### src/rtl/vmon_pkg.sv
package vmon_pkg;

  typedef enum logic [1:0] {
    SQ_IDLE  = 2'd0,
    SQ_START = 2'd1,
    SQ_WAIT  = 2'd2
  } sq_state_t;

  localparam logic [1:0] RANGE_OFF = 2'b11;
  localparam int         DG_MAX    = 8;

  // consecutive out-of-limit readings needed for a fault
  function automatic int dg_need(input logic [1:0] code);
    return 1 << code;
  endfunction

  function automatic logic chan_on(input logic [1:0] code);
    return code != RANGE_OFF;
  endfunction

  function automatic logic above(input logic [15:0] val, input logic [15:0] lim);
    return val > lim;
  endfunction

  function automatic logic below(input logic [15:0] val, input logic [15:0] lim);
    return val < lim;
  endfunction

endpackage

### src/rtl/vmon_chsel.sv
module vmon_chsel
  import vmon_pkg::*;
#(
  parameter int NCH = 6,
  parameter int CW  = 3
) (
  input  logic [2*NCH-1:0] range_cfg,
  input  logic [CW-1:0]    from_ch,
  output logic [CW-1:0]    nxt_ch,
  output logic             any_en
);
  logic [NCH-1:0] en_vec;

  genvar gi;
  generate
    for (gi = 0; gi < NCH; gi++) begin : g_en
      assign en_vec[gi] = chan_on(range_cfg[2*gi +: 2]);
    end
  endgenerate

  // first enabled channel strictly after from_ch, wrapping around
  always_comb begin
    any_en = 1'b0;
    nxt_ch = from_ch;
    for (int k = 1; k <= NCH; k++) begin
      int idx;
      idx = (int'(from_ch) + k) % NCH;
      if (!any_en && en_vec[idx]) begin
        any_en = 1'b1;
        nxt_ch = CW'(idx);
      end
    end
  end
endmodule

### src/rtl/vmon_limit_chk.sv
module vmon_limit_chk
  import vmon_pkg::*;
#(
  parameter int NCH = 6,
  parameter int RW  = 10,
  parameter int CW  = 3
) (
  input  logic [RW-1:0]     value,
  input  logic [CW-1:0]     ch,
  input  logic [RW*NCH-1:0] ov_thr,
  input  logic [RW*NCH-1:0] uv_thr,
  output logic              over,
  output logic              under
);
  logic [RW-1:0] ov_lim;
  logic [RW-1:0] uv_lim;

  assign ov_lim = ov_thr[int'(ch)*RW +: RW];
  assign uv_lim = uv_thr[int'(ch)*RW +: RW];
  assign over   = above(16'(value), 16'(ov_lim));
  assign under  = below(16'(value), 16'(uv_lim));
endmodule

### src/rtl/vmon_result_bank.sv
module vmon_result_bank #(
  parameter int NCH = 6,
  parameter int RW  = 10,
  parameter int CW  = 3
) (
  input  logic              clk,
  input  logic              rst_n,
  input  logic              wr_en,
  input  logic [CW-1:0]     wr_ch,
  input  logic [RW-1:0]     wr_data,
  output logic [RW*NCH-1:0] results
);
  genvar gi;
  generate
    for (gi = 0; gi < NCH; gi++) begin : g_res
      always_ff @(posedge clk or negedge rst_n) begin
        if (!rst_n)
          results[RW*gi +: RW] <= '0;
        else if (wr_en && (int'(wr_ch) == gi))
          results[RW*gi +: RW] <= wr_data;
      end
    end
  endgenerate
endmodule

### src/rtl/vmon_flag_bank.sv
module vmon_flag_bank #(
  parameter int NCH = 6
) (
  input  logic           clk,
  input  logic           rst_n,
  input  logic [NCH-1:0] set_ov,
  input  logic [NCH-1:0] set_uv,
  input  logic [NCH-1:0] clr_ov,
  input  logic [NCH-1:0] clr_uv,
  output logic [NCH-1:0] ov_flags,
  output logic [NCH-1:0] uv_flags
);
  genvar gi;
  generate
    for (gi = 0; gi < NCH; gi++) begin : g_flag
      // set takes priority over a simultaneous clear
      always_ff @(posedge clk or negedge rst_n) begin
        if (!rst_n) begin
          ov_flags[gi] <= 1'b0;
          uv_flags[gi] <= 1'b0;
        end else begin
          ov_flags[gi] <= set_ov[gi] | (ov_flags[gi] & ~clr_ov[gi]);
          uv_flags[gi] <= set_uv[gi] | (uv_flags[gi] & ~clr_uv[gi]);
        end
      end
    end
  endgenerate
endmodule

### src/rtl/vmon_seq.sv
module vmon_seq
  import vmon_pkg::*;
#(
  parameter int NCH = 6,
  parameter int RW  = 10,
  localparam int CW = (NCH > 1) ? $clog2(NCH) : 1
) (
  input  logic              clk,
  input  logic              rst_n,
  input  logic              en_pin,
  input  logic              sw_en,
  input  logic              margin_mode,
  input  logic [1:0]        dg_sel,
  input  logic [2*NCH-1:0]  range_cfg,
  input  logic [RW*NCH-1:0] ov_thr,
  input  logic [RW*NCH-1:0] uv_thr,
  input  logic [NCH-1:0]    clr_ov,
  input  logic [NCH-1:0]    clr_uv,
  input  logic              adc_done,
  input  logic [RW-1:0]     adc_result,
  output logic              adc_start,
  output logic [CW-1:0]     mux_sel,
  output logic [RW*NCH-1:0] results,
  output logic [NCH-1:0]    ov_flags,
  output logic [NCH-1:0]    uv_flags,
  output logic              fault_pulse
);
  localparam int SW = $clog2(DG_MAX + 1);

  sq_state_t      state;
  logic [CW-1:0]  cur_ch;
  logic [SW-1:0]  streak;

  // named internal events
  logic           run;
  logic           conv_done;
  logic           eval;
  logic           over, under, excursion;
  logic           streak_last;
  logic           hold;
  logic           fault_decl;
  logic           record;
  logic [CW-1:0]  nxt_ch, first_ch;
  logic           any_en, any_en_first;
  logic [NCH-1:0] set_ov, set_uv;

  assign run       = en_pin & sw_en;
  assign conv_done = (state == SQ_WAIT) & adc_done;
  assign eval      = conv_done & run;
  assign excursion = over | under;
  assign streak_last = (int'(streak) + 1) >= dg_need(dg_sel);
  assign hold       = eval & excursion & ~streak_last;
  assign fault_decl = eval & excursion & streak_last;
  assign record     = fault_decl & ~margin_mode;

  assign adc_start = (state == SQ_START) & run;
  assign mux_sel   = cur_ch;

  vmon_chsel #(.NCH(NCH), .CW(CW)) u_next (
    .range_cfg (range_cfg),
    .from_ch   (cur_ch),
    .nxt_ch    (nxt_ch),
    .any_en    (any_en)
  );

  vmon_chsel #(.NCH(NCH), .CW(CW)) u_first (
    .range_cfg (range_cfg),
    .from_ch   (CW'(NCH - 1)),
    .nxt_ch    (first_ch),
    .any_en    (any_en_first)
  );

  vmon_limit_chk #(.NCH(NCH), .RW(RW), .CW(CW)) u_lim (
    .value  (adc_result),
    .ch     (cur_ch),
    .ov_thr (ov_thr),
    .uv_thr (uv_thr),
    .over   (over),
    .under  (under)
  );

  vmon_result_bank #(.NCH(NCH), .RW(RW), .CW(CW)) u_res (
    .clk     (clk),
    .rst_n   (rst_n),
    .wr_en   (conv_done),
    .wr_ch   (cur_ch),
    .wr_data (adc_result),
    .results (results)
  );

  genvar gi;
  generate
    for (gi = 0; gi < NCH; gi++) begin : g_set
      assign set_ov[gi] = record & over  & (int'(cur_ch) == gi);
      assign set_uv[gi] = record & under & (int'(cur_ch) == gi);
    end
  endgenerate

  vmon_flag_bank #(.NCH(NCH)) u_flags (
    .clk      (clk),
    .rst_n    (rst_n),
    .set_ov   (set_ov),
    .set_uv   (set_uv),
    .clr_ov   (clr_ov),
    .clr_uv   (clr_uv),
    .ov_flags (ov_flags),
    .uv_flags (uv_flags)
  );

  always_ff @(posedge clk or negedge rst_n) begin
    if (!rst_n) begin
      state       <= SQ_IDLE;
      cur_ch      <= '0;
      streak      <= '0;
      fault_pulse <= 1'b0;
    end else begin
      fault_pulse <= record;
      unique case (state)
        SQ_IDLE: begin
          streak <= '0;
          if (run && any_en_first) begin
            cur_ch <= first_ch;
            state  <= SQ_START;
          end
        end
        SQ_START: state <= run ? SQ_WAIT : SQ_IDLE;
        SQ_WAIT: begin
          if (adc_done) begin
            if (!run) begin
              state <= SQ_IDLE;
            end else if (hold) begin
              streak <= streak + 1'b1;
              state  <= SQ_START;
            end else begin
              streak <= '0;
              if (any_en) begin
                cur_ch <= nxt_ch;
                state  <= SQ_START;
              end else begin
                state <= SQ_IDLE;
              end
            end
          end
        end
        default: state <= SQ_IDLE;
      endcase
    end
  end
endmodule

### config.mk
export PLATFORM = sky130hd
export DESIGN_NAME = vmon_seq
export DESIGN_NICKNAME = d
export VERILOG_FILES = /design/src/rtl/vmon_pkg.sv /design/src/rtl/vmon_chsel.sv /design/src/rtl/vmon_limit_chk.sv /design/src/rtl/vmon_result_bank.sv /design/src/rtl/vmon_flag_bank.sv /design/src/rtl/vmon_seq.sv
export SDC_FILE = /design/constraint.sdc
export NUM_CORES = 1
export LEC_CHECK = 0
export ABC_AREA = 1
export ABC_CLOCK_PERIOD_IN_PS = 4200
export BUFFER_PORTS_ARGS = -buffer_cell sky130_fd_sc_hd__buf_2
export CAP_MARGIN = 20
export CELL_PAD_IN_SITES_DETAIL_PLACEMENT = 0
export CELL_PAD_IN_SITES_GLOBAL_PLACEMENT = 1
export CORE_MARGIN = 2
export CORE_UTILIZATION = 34
export CTS_CLUSTER_DIAMETER = 40
export DETAILED_ROUTE_END_ITERATION = 16
export PLACE_DENSITY = 0.76
export SLEW_MARGIN = 25
export SYNTH_ARGS = -nofsm -noshare
export SYNTH_HDL_FRONTEND = slang
export SYNTH_SLANG_ARGS = --single-unit
### constraint.sdc
create_clock -name clk -period 4.2 [get_ports clk]
set_input_delay 0.42 -clock clk [delete_from_list [all_inputs] [get_ports clk]]
set_output_delay 0.42 -clock clk [all_outputs]
set_load 0.01 [all_outputs]
==> summary.md <==
| Metric | Value |
|---|---|
| Max Cap Violations | `0` |
| 1st-pass router iterations | `4` |
| Compound-cell area share of the yosys netlist | `between 10% and 20%` |
| Initial core utilization | `between 30 and 40%` |
| Pwr/cell area | `707 mW/mm^2` |
| RR Startpoint | `mux_sel[0]$_DFFE_PN0P_` |
| Drt wl/cell | `16.3 um` |
| Hold Crit Class | `in -> async` |
| Synth Area in XOR/XNOR | `0.441%` |
| Yosys top cell area share | `about 34%` |
| Adder-cell share of the synthesized area | `under 10%` |
| CP max FO | `43` |
| Slew Viols, Final | `0` |
| Die ar. | `0.0186 mm^2` |
| Asr flop ratio synth | `100%` |
| Clk root buf | `clkbuf_16` |
| Longest Clk Path Bufs | `2` |
| Routed WL | `19,400 um` |
| Area contributors post-synth | `dfrtp_1 34%, mux2_2 10%, ha_1 8.6%` |
| Pre-CTS setup slack | `around 0.76 ns` |
| Top_reg_cell synth | `dfrtp_1` |
| Final setup viols | `0` |
| Congestion Overflow GR | `0` |
| Setup Skew | `~0.0058 ns` |
| DIE HEIGHT | `136 um` |
| Top-Level Pins | `239` |
| Overall power | `5410 uW` |
| Cts bufs inserted | `9` |
| Die Span X | `136 um` |
| I/O Buffers | `238` |
| Proportion of synthesized area in mux cells | `10.2%` |
| Dpl hpwl | `15,200 um` |
| Via/cell ratio | `4.94` |
| RSZ-0062 raised after global routing | `false` |
| Reg2reg path depth | `16` |
| Outcome | `finished clean` |
| Worst slew pin tran | `between 1 and 1.5 ns` |
| Reg-to-Reg End | `u_flags.uv_flags[1]$_DFF_PN0_` |
| Sequential-to-total area share from yosys stat | `34.4%` |
| Routability Congestion | `between 0.8 and 0.9` |
| Max Clock Freq | `0.293 GHz` |
| Synth warnings | `0` |
| Post-route DRC violation count | `0` |
| Cell Rows | `48` |
| Syn_area_per_cell | `8.14 um^2` |
| Startpoint Class | `flip-flop` |
| CTS Sinks | `82` |
| Count leader, synth | `nand2_1` |
| Hold-fix buffers at CTS | `0` |
| Clock latency on the worst-skew pair | `0.33 ns` |
| Largest area contributor in the netlist | `dfrtp_1` |
| Final Cycle Share | `81.3%` |
| Core footprint | `0.0172 mm^2` |
| Number of synthesized flops with an enable pin | `0` |
| Synthesized area | `0.00596 mm^2` |
| Vias post-DR | `5,882` |
| CP Data Arrival Time | `3.66 ns` |
| Cts repair resizes | `0` |
| Post-route ant nets | `0` |
| Synth Area in Simple Gates | `23.5%` |
| CP Capture Type | `flip-flop` |
| FILL cells | `1,769` |
| Post-CTS setup buffer count | `0` |
| Fin Hold WS | `0.133 ns` |
| CTS tree | `yes` |
| Synthesized flop and latch total | `just over 80` |
| Largest family of logic cells by synthesized area | `simple AND/OR/NAND/NOR gates` |
| Iter 0 DRT Violations | `about 280` |
| First-pass GRT wire length | `30,200 um` |
| Placed Cells | `1,174` |
| Leakage | `slightly above 0.004 uW` |
| Crit path kind | `reg -> reg` |
| Slew margin rel. | `~29%` |
| Worst Path Required | `4.45 ns` |
| Worst setup margin | `0.786 ns` |
| Synthesis-to-layout area growth | `28.3%` |
| Post-Syn Instances | `733` |
| R2r setup slk | `0.79 ns` |
| Share of cells above drive strength 1 | `approximately 37%` |
| Vias in the first global route | `5,645` |
| Initial antenna violation count | `2` |
| Largest net degree at the start of global routing | `83` |
| Fin crit period | `~3.4 ns` |
| Antenna diodes | `0` |
| CTS H-tree depth | `3` |
| Clock transition at path regs | `roughly 0.060 ns` |
| Synthesized Nets | `approximately 940` |
| Final hold viol count | `0` |
| Overall global routing resource usage | `a little over a fifth` |
| Fin nets | `between 1,000 and 1,500` |
| Post-route setup TNS | `0 ns` |
| Post-Layout Cell Count | `around 1,200` |
| Worst IR Drop VDD | `0.351 mV` |
| Distinct cells, synth | `43` |
| Post-synth top cells | `109 x nand2_1, 90 x nor2_1, 82 x dfrtp_1` |
-- where the power goes --
part	switching [uW]	total [uW]	leakage, uW	internal (uW)
clock	319	723	0.000122	404
combinational	2160	3490	0.00287	1320
sequential	147	1200	0.00105	1050
total	2630	5410	0.00405	2780
-- sequential cells by signal, summed over array words and instances (netlist names) --
name              cells
u_res.results        60
u_flags.ov_flags      6
u_flags.uv_flags      6
streak                4
mux_sel               3
state                 2
fault_pulse           1
-- routing by layer --
metal  share of wire (%)  wire, um  global-route usage, %
met2                  48      9370                   35.3
met4                 1.1       210                   3.07
met5               0.036         7                      0
met1                  44      8610                   27.9
met3                 6.2      1210                   4.70
-- through the flow --
stage          util, %  instance area [um^2]
2_1_floorplan        -                  5960
3_3_place_gp      42.8                  7370
3_5_place_dp      42.8                  7370
4_1_cts           44.4                  7640
5_1_grt           44.4                  7650
6_report          44.4                  7650
-- cell usage in the layout (no fill, tap or decap), types with 4 or more instances in the layout --
| cell | n |
|---|---|
| buf_2 | 237 |
| nand2_1 | 109 |
| nor2_1 | 89 |
| dfrtp_1 | 81 |
| o21ai_0 | 66 |
| inv_1 | 62 |
| mux2_2 | 54 |
| nand3_1 | 49 |
| ha_1 | 41 |
| o22ai_1 | 31 |
| a21oi_1 | 24 |
| a2bb2oi_1 | 15 |
| nand4_1 | 11 |
| nand2_2 | 10 |
| clkbuf_16 | 9 |
| nand3_2 | 8 |
| buf_4 | 7 |
| inv_2 | 5 |
| o21a_1 | 4 |
-- how the worst max path moves through the flow --
stage,start,end,slack (ns),cells past startpoint
3_3_place_gp,mux_sel[0]$_DFFE_PN0P_,u_flags.uv_flags[2]$_DFF_PN0_,0.82,16
4_1_cts,mux_sel[0]$_DFFE_PN0P_,u_flags.uv_flags[1]$_DFF_PN0_,0.75,16
2_1_floorplan,mux_sel[0]$_DFFE_PN0P_,mux_sel[0]$_DFFE_PN0P_,0.59,23
5_1_grt,mux_sel[0]$_DFFE_PN0P_,u_flags.ov_flags[3]$_DFF_PN0_,0.44,16
6_report,mux_sel[0]$_DFFE_PN0P_,u_flags.uv_flags[1]$_DFF_PN0_,0.79,16
3_5_place_dp,mux_sel[0]$_DFFE_PN0P_,u_flags.uv_flags[1]$_DFF_PN0_,0.76,16
-- logic make-up after synthesis --
logic type | count (synthesis)
AO/OA/AOI/OAI | 155
XOR/XNOR | 3
adder cells (fa/ha/maj) | 41
buffers and inverters | 101
flip-flops | 82
multiplexers | 54
AND/OR/NAND/NOR | 297
-- layout make-up --
class | instances | area, um^2 | area share [%]
Sequential cell | 82 | 2050 | 26.8
Clock inverter | 5 | 40.0 | 0.523
Multi-Input combinational cell | 550 | 3490 | 45.6
Timing Repair Buffer | 247 | 1290 | 16.9
Tap cell | 225 | 282 | 3.68
Clock buffer | 11 | 233 | 3.04
Inverter | 70 | 268 | 3.50
-- worst max-delay path, stage by stage (launching register included) --
cell and delay [ns]:
dfrtp_2 0.51, inv_4 0.41, buf_12 0.23, o21ai_0 0.09, o22ai_1 0.19, a2bb2oi_1 0.11
ha_1 0.28, nand2_1 0.08, nor2_1 0.14, o211ai_1 0.11, o2111ai_1 0.18, nand2_1 0.09
nand2_1 0.13, nand3_1 0.09, nor2_2 0.21, nand3_2 0.25, o22ai_1 0.19
Power figures use the tool's default switching activity.
